==> src/rtl/lcd_reg_pkg.sv <==
package lcd_reg_pkg;

    localparam int DATA_W   = 32;
    localparam int NUM_REGS = 6;

    // register order equals offset / 4
    typedef enum logic [2:0] {
        SEL_CTRL = 3'd0,
        SEL_TIM0 = 3'd1,
        SEL_TIM1 = 3'd2,
        SEL_TIM2 = 3'd3,
        SEL_STAT = 3'd4,
        SEL_SUB  = 3'd5,
        SEL_NONE = 3'd7
    } reg_sel_e;

    localparam logic [DATA_W-1:0] CTRL_KEEP_MASK = 32'h01cff300;
    localparam logic [DATA_W-1:0] CTRL_RD_ONES   = 32'hfe000c34;
    localparam logic [DATA_W-1:0] TIM0_RD_ONES   = 32'h0000000f;
    localparam logic [DATA_W-1:0] TIM2_RD_ONES   = 32'hfc000000;
    localparam logic [DATA_W-1:0] SUB_KEEP_MASK  = 32'ha1ffffff;

    localparam int STAT_FD_BIT = 0;
    localparam int STAT_SE_BIT = 2;
    localparam int STAT_PL_BIT = 6;

    localparam int SUB_EN_BIT    = 31;
    localparam int SUB_LOWER_BIT = 29;
    localparam int SUB_LINE_LSB  = 16;

    localparam logic [1:0] LOAD_PALETTE_ONLY = 2'd1;

    typedef struct packed {
        logic [DATA_W-1:0] misc;
        logic [1:0]        load_mode;
        logic              active_matrix;
        logic [1:0]        irq_en;
        logic              mono;
        logic              enable;
    } ctrl_t;

    typedef struct packed {
        logic frame_done;
        logic palette_done;
        logic sync_err;
    } flags_t;

    function automatic ctrl_t ctrl_unpack(input logic [DATA_W-1:0] w);
        ctrl_t c;
        c.misc          = w & CTRL_KEEP_MASK;
        c.load_mode     = w[21:20];
        c.active_matrix = w[7];
        c.irq_en        = w[4:3];
        c.mono          = w[1];
        c.enable        = w[0];
        return c;
    endfunction

    function automatic logic [DATA_W-1:0] ctrl_pack(input ctrl_t c);
        logic [DATA_W-1:0] w;
        w        = c.misc;
        w[0]     = w[0] | c.enable;
        w[1]     = w[1] | c.mono;
        w[4:3]   = w[4:3] | c.irq_en;
        w[7]     = w[7] | c.active_matrix;
        w[21:20] = w[21:20] | c.load_mode;
        w[23]    = w[23] | c.active_matrix;
        return w;
    endfunction

endpackage

==> src/rtl/lcd_addr_decode.sv <==
module lcd_addr_decode
    import lcd_reg_pkg::*;
#(
    parameter int ADDR_W = 8
) (
    input  logic [ADDR_W-1:0] addr,
    output reg_sel_e          sel
);
    always_comb begin
        sel = SEL_NONE;
        for (int i = 0; i < NUM_REGS; i++) begin
            if (addr == ADDR_W'(i * 4))
                sel = reg_sel_e'(3'(i));
        end
    end
endmodule

==> src/rtl/lcd_status_flags.sv <==
module lcd_status_flags
    import lcd_reg_pkg::*;
(
    input  logic       clk,
    input  logic       rst,
    input  logic       ev_frame_done,
    input  logic       ev_palette_done,
    input  logic       ev_sync_err,
    input  logic       en_fall,
    input  logic       en_rise_idle,
    input  logic       fall_sets_frame,
    input  logic [1:0] irq_en,
    output flags_t     flags,
    output logic       irq
);
    flags_t flags_q, flags_d;

    always_comb begin
        flags_d = flags_q;
        if (en_fall) begin
            flags_d.sync_err = 1'b0;
            if (fall_sets_frame)
                flags_d.frame_done = 1'b1;
        end
        if (en_rise_idle) begin
            flags_d.frame_done   = 1'b0;
            flags_d.palette_done = 1'b0;
        end
        // sequencer events take precedence over clearing side effects
        flags_d.frame_done   = flags_d.frame_done   | ev_frame_done;
        flags_d.palette_done = flags_d.palette_done | ev_palette_done;
        flags_d.sync_err     = flags_d.sync_err     | ev_sync_err;
    end

    always_ff @(posedge clk) begin
        if (rst) flags_q <= '0;
        else     flags_q <= flags_d;
    end

    assign flags = flags_q;
    assign irq   = (flags_q.frame_done & irq_en[0])
                 | (flags_q.palette_done & irq_en[1])
                 | flags_q.sync_err;
endmodule

==> src/rtl/lcd_read_mux.sv <==
module lcd_read_mux
    import lcd_reg_pkg::*;
#(
    parameter int DIM_W = 10
) (
    input  logic                    rd,
    input  reg_sel_e                sel,
    input  ctrl_t                   ctrl,
    input  logic [DATA_W-1:0]       tim0,
    input  logic [DATA_W-1:0]       tim1,
    input  logic [DATA_W-1:0]       tim2,
    input  logic [DATA_W-1:0]       sub,
    input  flags_t                  flags,
    output logic [DATA_W-1:0]       rdata
);
    always_comb begin
        rdata = '0;
        if (rd) begin
            case (sel)
                SEL_CTRL: rdata = ctrl_pack(ctrl) | CTRL_RD_ONES;
                SEL_TIM0: rdata = tim0 | TIM0_RD_ONES;
                SEL_TIM1: rdata = tim1;
                SEL_TIM2: rdata = tim2 | TIM2_RD_ONES;
                SEL_STAT: begin
                    rdata[STAT_FD_BIT] = flags.frame_done;
                    rdata[STAT_SE_BIT] = flags.sync_err;
                    rdata[STAT_PL_BIT] = flags.palette_done;
                end
                SEL_SUB:  rdata = sub;
                default:  rdata = '0;
            endcase
        end
    end
endmodule

==> src/rtl/lcd_reg_block.sv <==
module lcd_reg_block
    import lcd_reg_pkg::*;
#(
    parameter int ADDR_W = 8,
    parameter int DIM_W  = 10
) (
    input  logic              clk,
    input  logic              rst,
    input  logic              bus_wr,
    input  logic              bus_rd,
    input  logic [ADDR_W-1:0] bus_addr,
    input  logic [31:0]       bus_wdata,
    output logic [31:0]       bus_rdata,
    output logic              bad_access,
    input  logic              ev_frame_done,
    input  logic              ev_palette_done,
    input  logic              ev_sync_err,
    input  logic              seq_idle,
    output logic              lcd_irq,
    output logic              cfg_enable,
    output logic              cfg_mono,
    output logic              cfg_active_matrix,
    output logic [1:0]        cfg_load_mode,
    output logic [DIM_W-1:0]  cfg_width_m1,
    output logic [DIM_W-1:0]  cfg_height_m1,
    output logic              cfg_sub_enable,
    output logic              cfg_sub_lower,
    output logic [DIM_W-1:0]  cfg_sub_line
);
    localparam int UP_W = DATA_W - DIM_W;

    reg_sel_e          sel;
    ctrl_t             ctrl_q, ctrl_new;
    logic [UP_W-1:0]   t0_hi, t1_hi;
    logic [DIM_W-1:0]  t0_dim, t1_dim;
    logic [DATA_W-1:0] t2_q, sub_q;
    logic              bad_q;
    flags_t            flags_q;
    logic              wr_ctrl, en_fall, en_rise_idle, fall_sets_frame;

    lcd_addr_decode #(.ADDR_W(ADDR_W)) u_dec (
        .addr (bus_addr),
        .sel  (sel)
    );

    assign ctrl_new        = ctrl_unpack(bus_wdata);
    assign wr_ctrl         = bus_wr && (sel == SEL_CTRL);
    assign en_fall         = wr_ctrl && ctrl_q.enable && !ctrl_new.enable;
    assign en_rise_idle    = wr_ctrl && !ctrl_q.enable && ctrl_new.enable && seq_idle;
    assign fall_sets_frame = (ctrl_new.load_mode != LOAD_PALETTE_ONLY);

    always_ff @(posedge clk) begin
        if (rst) begin
            ctrl_q <= '0;
            t0_hi  <= '0;
            t0_dim <= '0;
            t1_hi  <= '0;
            t1_dim <= '0;
            t2_q   <= '0;
            sub_q  <= '0;
            bad_q  <= 1'b0;
        end else begin
            bad_q <= bus_rd && (sel == SEL_NONE);
            if (bus_wr) begin
                case (sel)
                    SEL_CTRL: ctrl_q <= ctrl_new;
                    SEL_TIM0: begin
                        t0_hi  <= bus_wdata[DATA_W-1:DIM_W];
                        t0_dim <= bus_wdata[DIM_W-1:0];
                    end
                    SEL_TIM1: begin
                        t1_hi  <= bus_wdata[DATA_W-1:DIM_W];
                        t1_dim <= bus_wdata[DIM_W-1:0];
                    end
                    SEL_TIM2: t2_q  <= bus_wdata;
                    SEL_SUB:  sub_q <= bus_wdata & SUB_KEEP_MASK;
                    default:  ;
                endcase
            end
        end
    end

    lcd_status_flags u_flags (
        .clk             (clk),
        .rst             (rst),
        .ev_frame_done   (ev_frame_done),
        .ev_palette_done (ev_palette_done),
        .ev_sync_err     (ev_sync_err),
        .en_fall         (en_fall),
        .en_rise_idle    (en_rise_idle),
        .fall_sets_frame (fall_sets_frame),
        .irq_en          (ctrl_q.irq_en),
        .flags           (flags_q),
        .irq             (lcd_irq)
    );

    lcd_read_mux #(.DIM_W(DIM_W)) u_rmux (
        .rd    (bus_rd),
        .sel   (sel),
        .ctrl  (ctrl_q),
        .tim0  ({t0_hi, t0_dim}),
        .tim1  ({t1_hi, t1_dim}),
        .tim2  (t2_q),
        .sub   (sub_q),
        .flags (flags_q),
        .rdata (bus_rdata)
    );

    assign bad_access        = bad_q;
    assign cfg_enable        = ctrl_q.enable;
    assign cfg_mono          = ctrl_q.mono;
    assign cfg_active_matrix = ctrl_q.active_matrix;
    assign cfg_load_mode     = ctrl_q.load_mode;
    assign cfg_width_m1      = t0_dim;
    assign cfg_height_m1     = t1_dim;
    assign cfg_sub_enable    = sub_q[SUB_EN_BIT];
    assign cfg_sub_lower     = sub_q[SUB_LOWER_BIT];
    assign cfg_sub_line      = sub_q[SUB_LINE_LSB +: DIM_W];
endmodule

==> config.mk <==
export PLATFORM = sky130hd
export DESIGN_NAME = lcd_reg_block
export DESIGN_NICKNAME = d
export VERILOG_FILES = /design/src/rtl/lcd_reg_pkg.sv /design/src/rtl/lcd_addr_decode.sv /design/src/rtl/lcd_status_flags.sv /design/src/rtl/lcd_read_mux.sv /design/src/rtl/lcd_reg_block.sv
export SDC_FILE = /design/constraint.sdc
export NUM_CORES = 1
export LEC_CHECK = 0
export CORE_ASPECT_RATIO = 1.1
export CORE_MARGIN = 5
export CORE_UTILIZATION = 56
export CTS_CLUSTER_DIAMETER = 120
export DETAILED_ROUTE_END_ITERATION = 6
export MAX_ROUTING_LAYER = met4
export PLACE_DENSITY = 0.85
export SYNTH_ARGS = -nofsm -noshare
export SYNTH_HDL_FRONTEND = slang
export SYNTH_SLANG_ARGS = --single-unit
==> constraint.sdc <==
create_clock -name clk -period 4 [get_ports clk]
set_clock_uncertainty 0.2 [all_clocks]
set_input_delay 0.6 -clock clk [delete_from_list [all_inputs] [get_ports clk]]
set_output_delay 0.6 -clock clk [all_outputs]
set_load 0.01 [all_outputs]
=== Yosys cells after proc, flatten, opt, wreduce, memory -nomap -nowiden ===
Index checks and enable logic that the tools add are counted.

* Register bits: 141
* Bits in latches: 0
* Memory bits (writable): 0
* Memory bits (read-only): 0
* Input port bits: 48
* Output and inout port bits: 71
* Logic and storage cells: 70
* Memories: 0

* $add $sub $neg: 0
* Multiply operators: 0
* Div/mod/pow operators: 0
* Order comparisons: 0
* Equality and inequality tests: 12
* Shift operators: 0
* Muxes and demuxes: 17
* Bitwise operators: 8
* Reduce and logical (&&, ||, !) cells: 17

{| class="wikitable"
|+ Operator list
! kind !! number
|-
| one-hot mux 25 bit (5 select lines) || 1
|-
| two-way mux 32 bit || 1
|-
| two-way mux 3 bit || 6
|-
| == test 8 x 4 -> 1 bit, second input constant || 2
|-
| == test 8 x 5 -> 1 bit, second input constant || 2
|-
| one-hot mux 1 bit (5 select lines) || 3
|-
| one-hot mux 3 bit (5 select lines) || 1
|-
| AND reduction 2 bit || 5
|-
| == test 3 bit, second input constant || 3
|-
| == test 8 x 3 -> 1 bit, second input constant || 1
|-
| zero test 8 bit || 1
|-
| logical AND 1 bit || 7
|-
| == test 3 x 2 -> 1 bit, second input constant || 2
|-
| OR 1 bit || 6
|-
| one-hot mux 1 bit (6 select lines) || 1
|-
| == test 3 x 1 -> 1 bit, second input constant || 1
|-
| zero test 3 bit || 1
|-
| two-way mux 1 bit || 3
|-
| AND 1 bit || 2
|-
| zero test 1 bit || 2
|-
| two-way mux 2 bit || 1
|-
| inequality test 2 x 1 -> 1 bit, second input constant || 1
|-
| OR reduction 2 bit || 1
|}

=== Longest topological paths before layout ===
* Word-level depth: 14
* Depth in mapped cells: 7

=== By module ===
From an unflattened synthesis, not the netlist that was laid out.

* Cell total of the unflattened synthesis: 765
* Area total of the unflattened synthesis: 7425.9 sq um

{| class="wikitable"
|+ Modules (own cells, without submodules)
! module !! instances !! cells an instance !! area each (sq um)
|-
| lcd_reg_block || 1 || 523 || 5785.5
|-
| lcd_read_mux || 1 || 220 || 1477.7
|-
| lcd_status_flags || 1 || 13 || 118.9
|-
| lcd_addr_decode || 1 || 9 || 43.8
|}

=== Worst setup path before layout ===
Ideal clock, no wire load.

* Kind: input -> output
* Start: input port bus_addr[1]
* End: output port bus_rdata[6]
* Arrival time: 2.331 ns
* Data required time: 3.200 ns
* Slack: 0.869 ns
* Stages on the path: 5
* Buffers on the path: 1
* Path through: or4_1 buf_6 nor2_2 nand2_1 a2111oi_0

* Longest elaborated chain between the ends: 10

{| class="wikitable"
|+ Ends and longest elaborated chain
! what !! line !! RTL
|-
| from (decl) || lcd_reg_block.sv:11 || <nowiki>input logic [ADDR_W-1:0] bus_addr,</nowiki>
|-
| zero test 8 bit || lcd_addr_decode.sv:12 || <nowiki>if (addr == ADDR_W'(i * 4))</nowiki>
|-
| two-way mux 3 bit (5 in a row) || lcd_addr_decode.sv:12 ||
|-
| two-way mux 3 bit (*) || lcd_addr_decode.sv:12 ||
|-
| == test 3 bit (tied with other cells) || lcd_read_mux.sv:19 || <nowiki>case (sel)</nowiki>
|-
| one-hot mux 1 bit (5 select lines) (*) || lcd_read_mux.sv:19 ||
|-
| two-way mux 32 bit (*) || lcd_read_mux.sv:18 || <nowiki>if (rd) begin</nowiki>
|-
| to (decl) || lcd_reg_block.sv:13 || <nowiki>output logic [31:0] bus_rdata,</nowiki>
|}

Mark *: on every way between the ends. The rest lies on a longest branch, timed or not.

=== Worst setup path after layout ===
Ends and elaborated chain as after synthesis.

==> reports/results.tsv <==
metric	value	unit
outcome	completed	
clock_path_buffers	2	
comb_power_share	5.5	%
final_hold_viol_count	0	
synthCells	776	
syn_nets	824	
crit_buf_inv	2	
num_rows	40	
die_w	112	µm
grt_antenna_before_repair	0	
synth_fa_ha_area_share	0	%
synth-edff-count	0	
relSlewSlack	52.7	%
die_h	122	µm
cp.depth	6	
wirelength	19600	µm
synth_top_family_by_area	simple AND/OR/NAND/NOR gates	
area_delta_synth_final	29.8	%
io_buffers	117	
synth-compound-area-share	15.5	%
mostFrequentLayoutCells	nand2_1, dfxtp_1, a21oi_1	
end_kind	output pin	
fp.coreArea	11000	µm²
setup_violations	0	
drt_iter0_markers	606	
cp.arrival	3020	ps
fin_crit_sh	95.4	%
pwr-share-clk	51.0	%
clkTransAtPathRegs	60	ps
root_buffer	clkbuf_16	
wl_per_cell	19.0	µm
power	3.25	mW
timing.hold.ws	254	ps
ir_worst_vdd	273	µV
crit_family	buffers and inverters	
synthSimpleGateAreaFrac	21.7	%
antenna_cells	0	
place_congestion	0.925	
cellPowerDensity	394	nW/µm²
post-route-util	74.9	%
synth_mux_area_share	12.1	%
rr_worst_depth	4	
setup_slack	184	ps
cts_tree	yes	
layout.nets	921	
numCtsBuffers	17	
placed_cells	1001	
overflow	0	
stdcell_count	1033	
nFillCells	782	
io_pins	119	
yosysWarnings	0	
drive_above_1_share	10.6	%
post-place-ws	26.3	ps
critical_path.max_stage_delay	620	ps
cp.required	3200	ps
grt_max_degree	65	
crit_fanout	5	
p_seq_share	43.5	%
switching_share	21.7	%
synth_top_flop_cell	dfxtp_1	
cap_violations	0	
routed_via_density	5.95	
grt_pass1_wl	31600	µm
rsz0062_at_grt	false	
avgSynthCellArea	8.19	µm²
drv_slew	0	
post-cts-setup-buffers	0	
cpMostUsedCell	clkdlybuf4s50_1	
grt_util_all_layers	30.2	%
async_flop_share	0	%
layout_commonest_cell	nand2_1	
period_needed	3820	ps
path_class	in -> out	
clock_sinks	141	
synth_seq_cells	141	
worstHoldPathCells	2	
fmax	262	MHz
dr.pass1.iters	6	
initial_core_util	57.7	%
fp.dieArea	13600	µm²
drtAntennaViolNets	0	
seq_area	2820	µm²
hold_class	reg -> reg	
clk_latency	420	ps
synthXorXnorAreaFrac	0	%
cpMaxStageDelayCell	clkdlybuf4s50_1	
multiInputGateArea	3140	µm²
h-tree-depth	4	
ys_seq_area_share	44.4	%
switchingPower	0.704	mW
syn_area	6350	µm²
tightest_slew	710	ps
internal-power	2.54	mW
path_cells	clkdlybuf4s50_1 > or4_4 > nor3_4 > a32oi_1 > a2111oi_1 > clkdlybuf4s50_1	
p_leak	2.98	nW
drc	0	
vias	6150	
cp-start-kind	primary input	
first_global_vias	6188	
ys_types	44	
hpwl	12800	µm
==> synth_stat cells, types with 4 or more instances <==
cell type	number	area [µm²]
nor2b_1	5	31.3
a21oi_1	122	611
mux4_2	11	248
a22oi_1	12	90.1
buf_1	4	15.0
buf_2	16	80.1
mux2i_1	45	450
clkbuf_1	35	131
a31oi_1	4	25.0
buf_4	13	97.6
nand4_1	5	31.3
o211ai_1	5	37.5
dfxtp_1	141	2820
inv_1	5	18.8
buf_6	5	56.3
a32oi_1	6	52.6
mux2_2	6	67.6
o2bb2ai_1	6	52.6
nand2_1	230	863
nor2_1	56	210
nand2b_1	5	31.3
==> layer usage <==
layer | GRT usage [%] | up-vias | wire length, µm
li1 | - | 2832 | -
met1 | 35.2 | 2922 | 7560
met2 | 50.6 | 349 | 9970
met3 | 6.26 | 47 | 1670
met4 | 13.3 | 0 | 408
met5 | - | - | 0
==> path summary, 6_finish.rpt <==
path                             startpoint          endpoint  slack [ps]
worst max-delay path            bus_addr[1]      bus_rdata[6]         180
worst min-delay path               t2_q[20]          t2_q[20]         250
worst max register to register   cfg_enable  u_flags.flags[2]        2430
worst min register to register     t2_q[20]          t2_q[20]         250
==> cells by family after synthesis <==
kind of cell	Yosys count
AO/OA/AOI/OAI	169
flip-flops	141
multiplexers	62
buffers and inverters	78
AND/OR/NAND/NOR	325
other	1
==> worst register-to-register path: cells and delay by family, from the launching register on <==
| kind | cells | cell delay, ps |
|---|---|---|
| simple gates | 2 | 490 |
| compound gates | 2 | 380 |
| flops | 1 | 420 |
==> sequential cells by signal (all words and copies together), names as in the netlist <==
register	count
bad_access	1
cfg_active_matrix	1
cfg_enable	1
cfg_height_m1	10
cfg_load_mode	2
cfg_mono	1
cfg_width_m1	10
ctrl_q	15
sub_q	27
t0_hi	22
t1_hi	22
t2_q	26
u_flags.flags	3
==> metrics by stage <==
stage | setup TNS (ps) | instance area [µm²]
finish | 0 | 8250
global route | 0 | 8250
CTS | 0 | 8240
detailed placement | 0 | 7610
global placement | -15.5 | 7610
floorplan | 0 | 6350
==> power groups by stage <==
stage          combinational (mW)  sequential [mW]  clock (mW)
2_1_floorplan              0.0770             1.44           0
3_3_place_gp                0.170             1.44           0
3_5_place_dp                0.173             1.44           0
4_1_cts                     0.175             1.41        1.66
5_1_grt                     0.189             1.41        1.72
6_report                    0.178             1.41        1.66
==> cell type report <==
type	instances	share of cell area (%)
clock buffers	22	5.99
multi-input cells	557	38.1
repair buffers	151	17.6
inverters	5	0.228
clock inverters	10	1.62
well taps	147	2.23
flip-flops and latches	141	34.2
==> timing repair <==
| item | in CTS | in global routing |
|---|---|---|
| hold endpoints to repair | 0 | 0 |
| gates resized for setup | 0 | 2 |
| endpoints found under the setup margin | 0 | 13 |
| hold buffers | 0 | 0 |
Power figures use the tool's default switching activity.
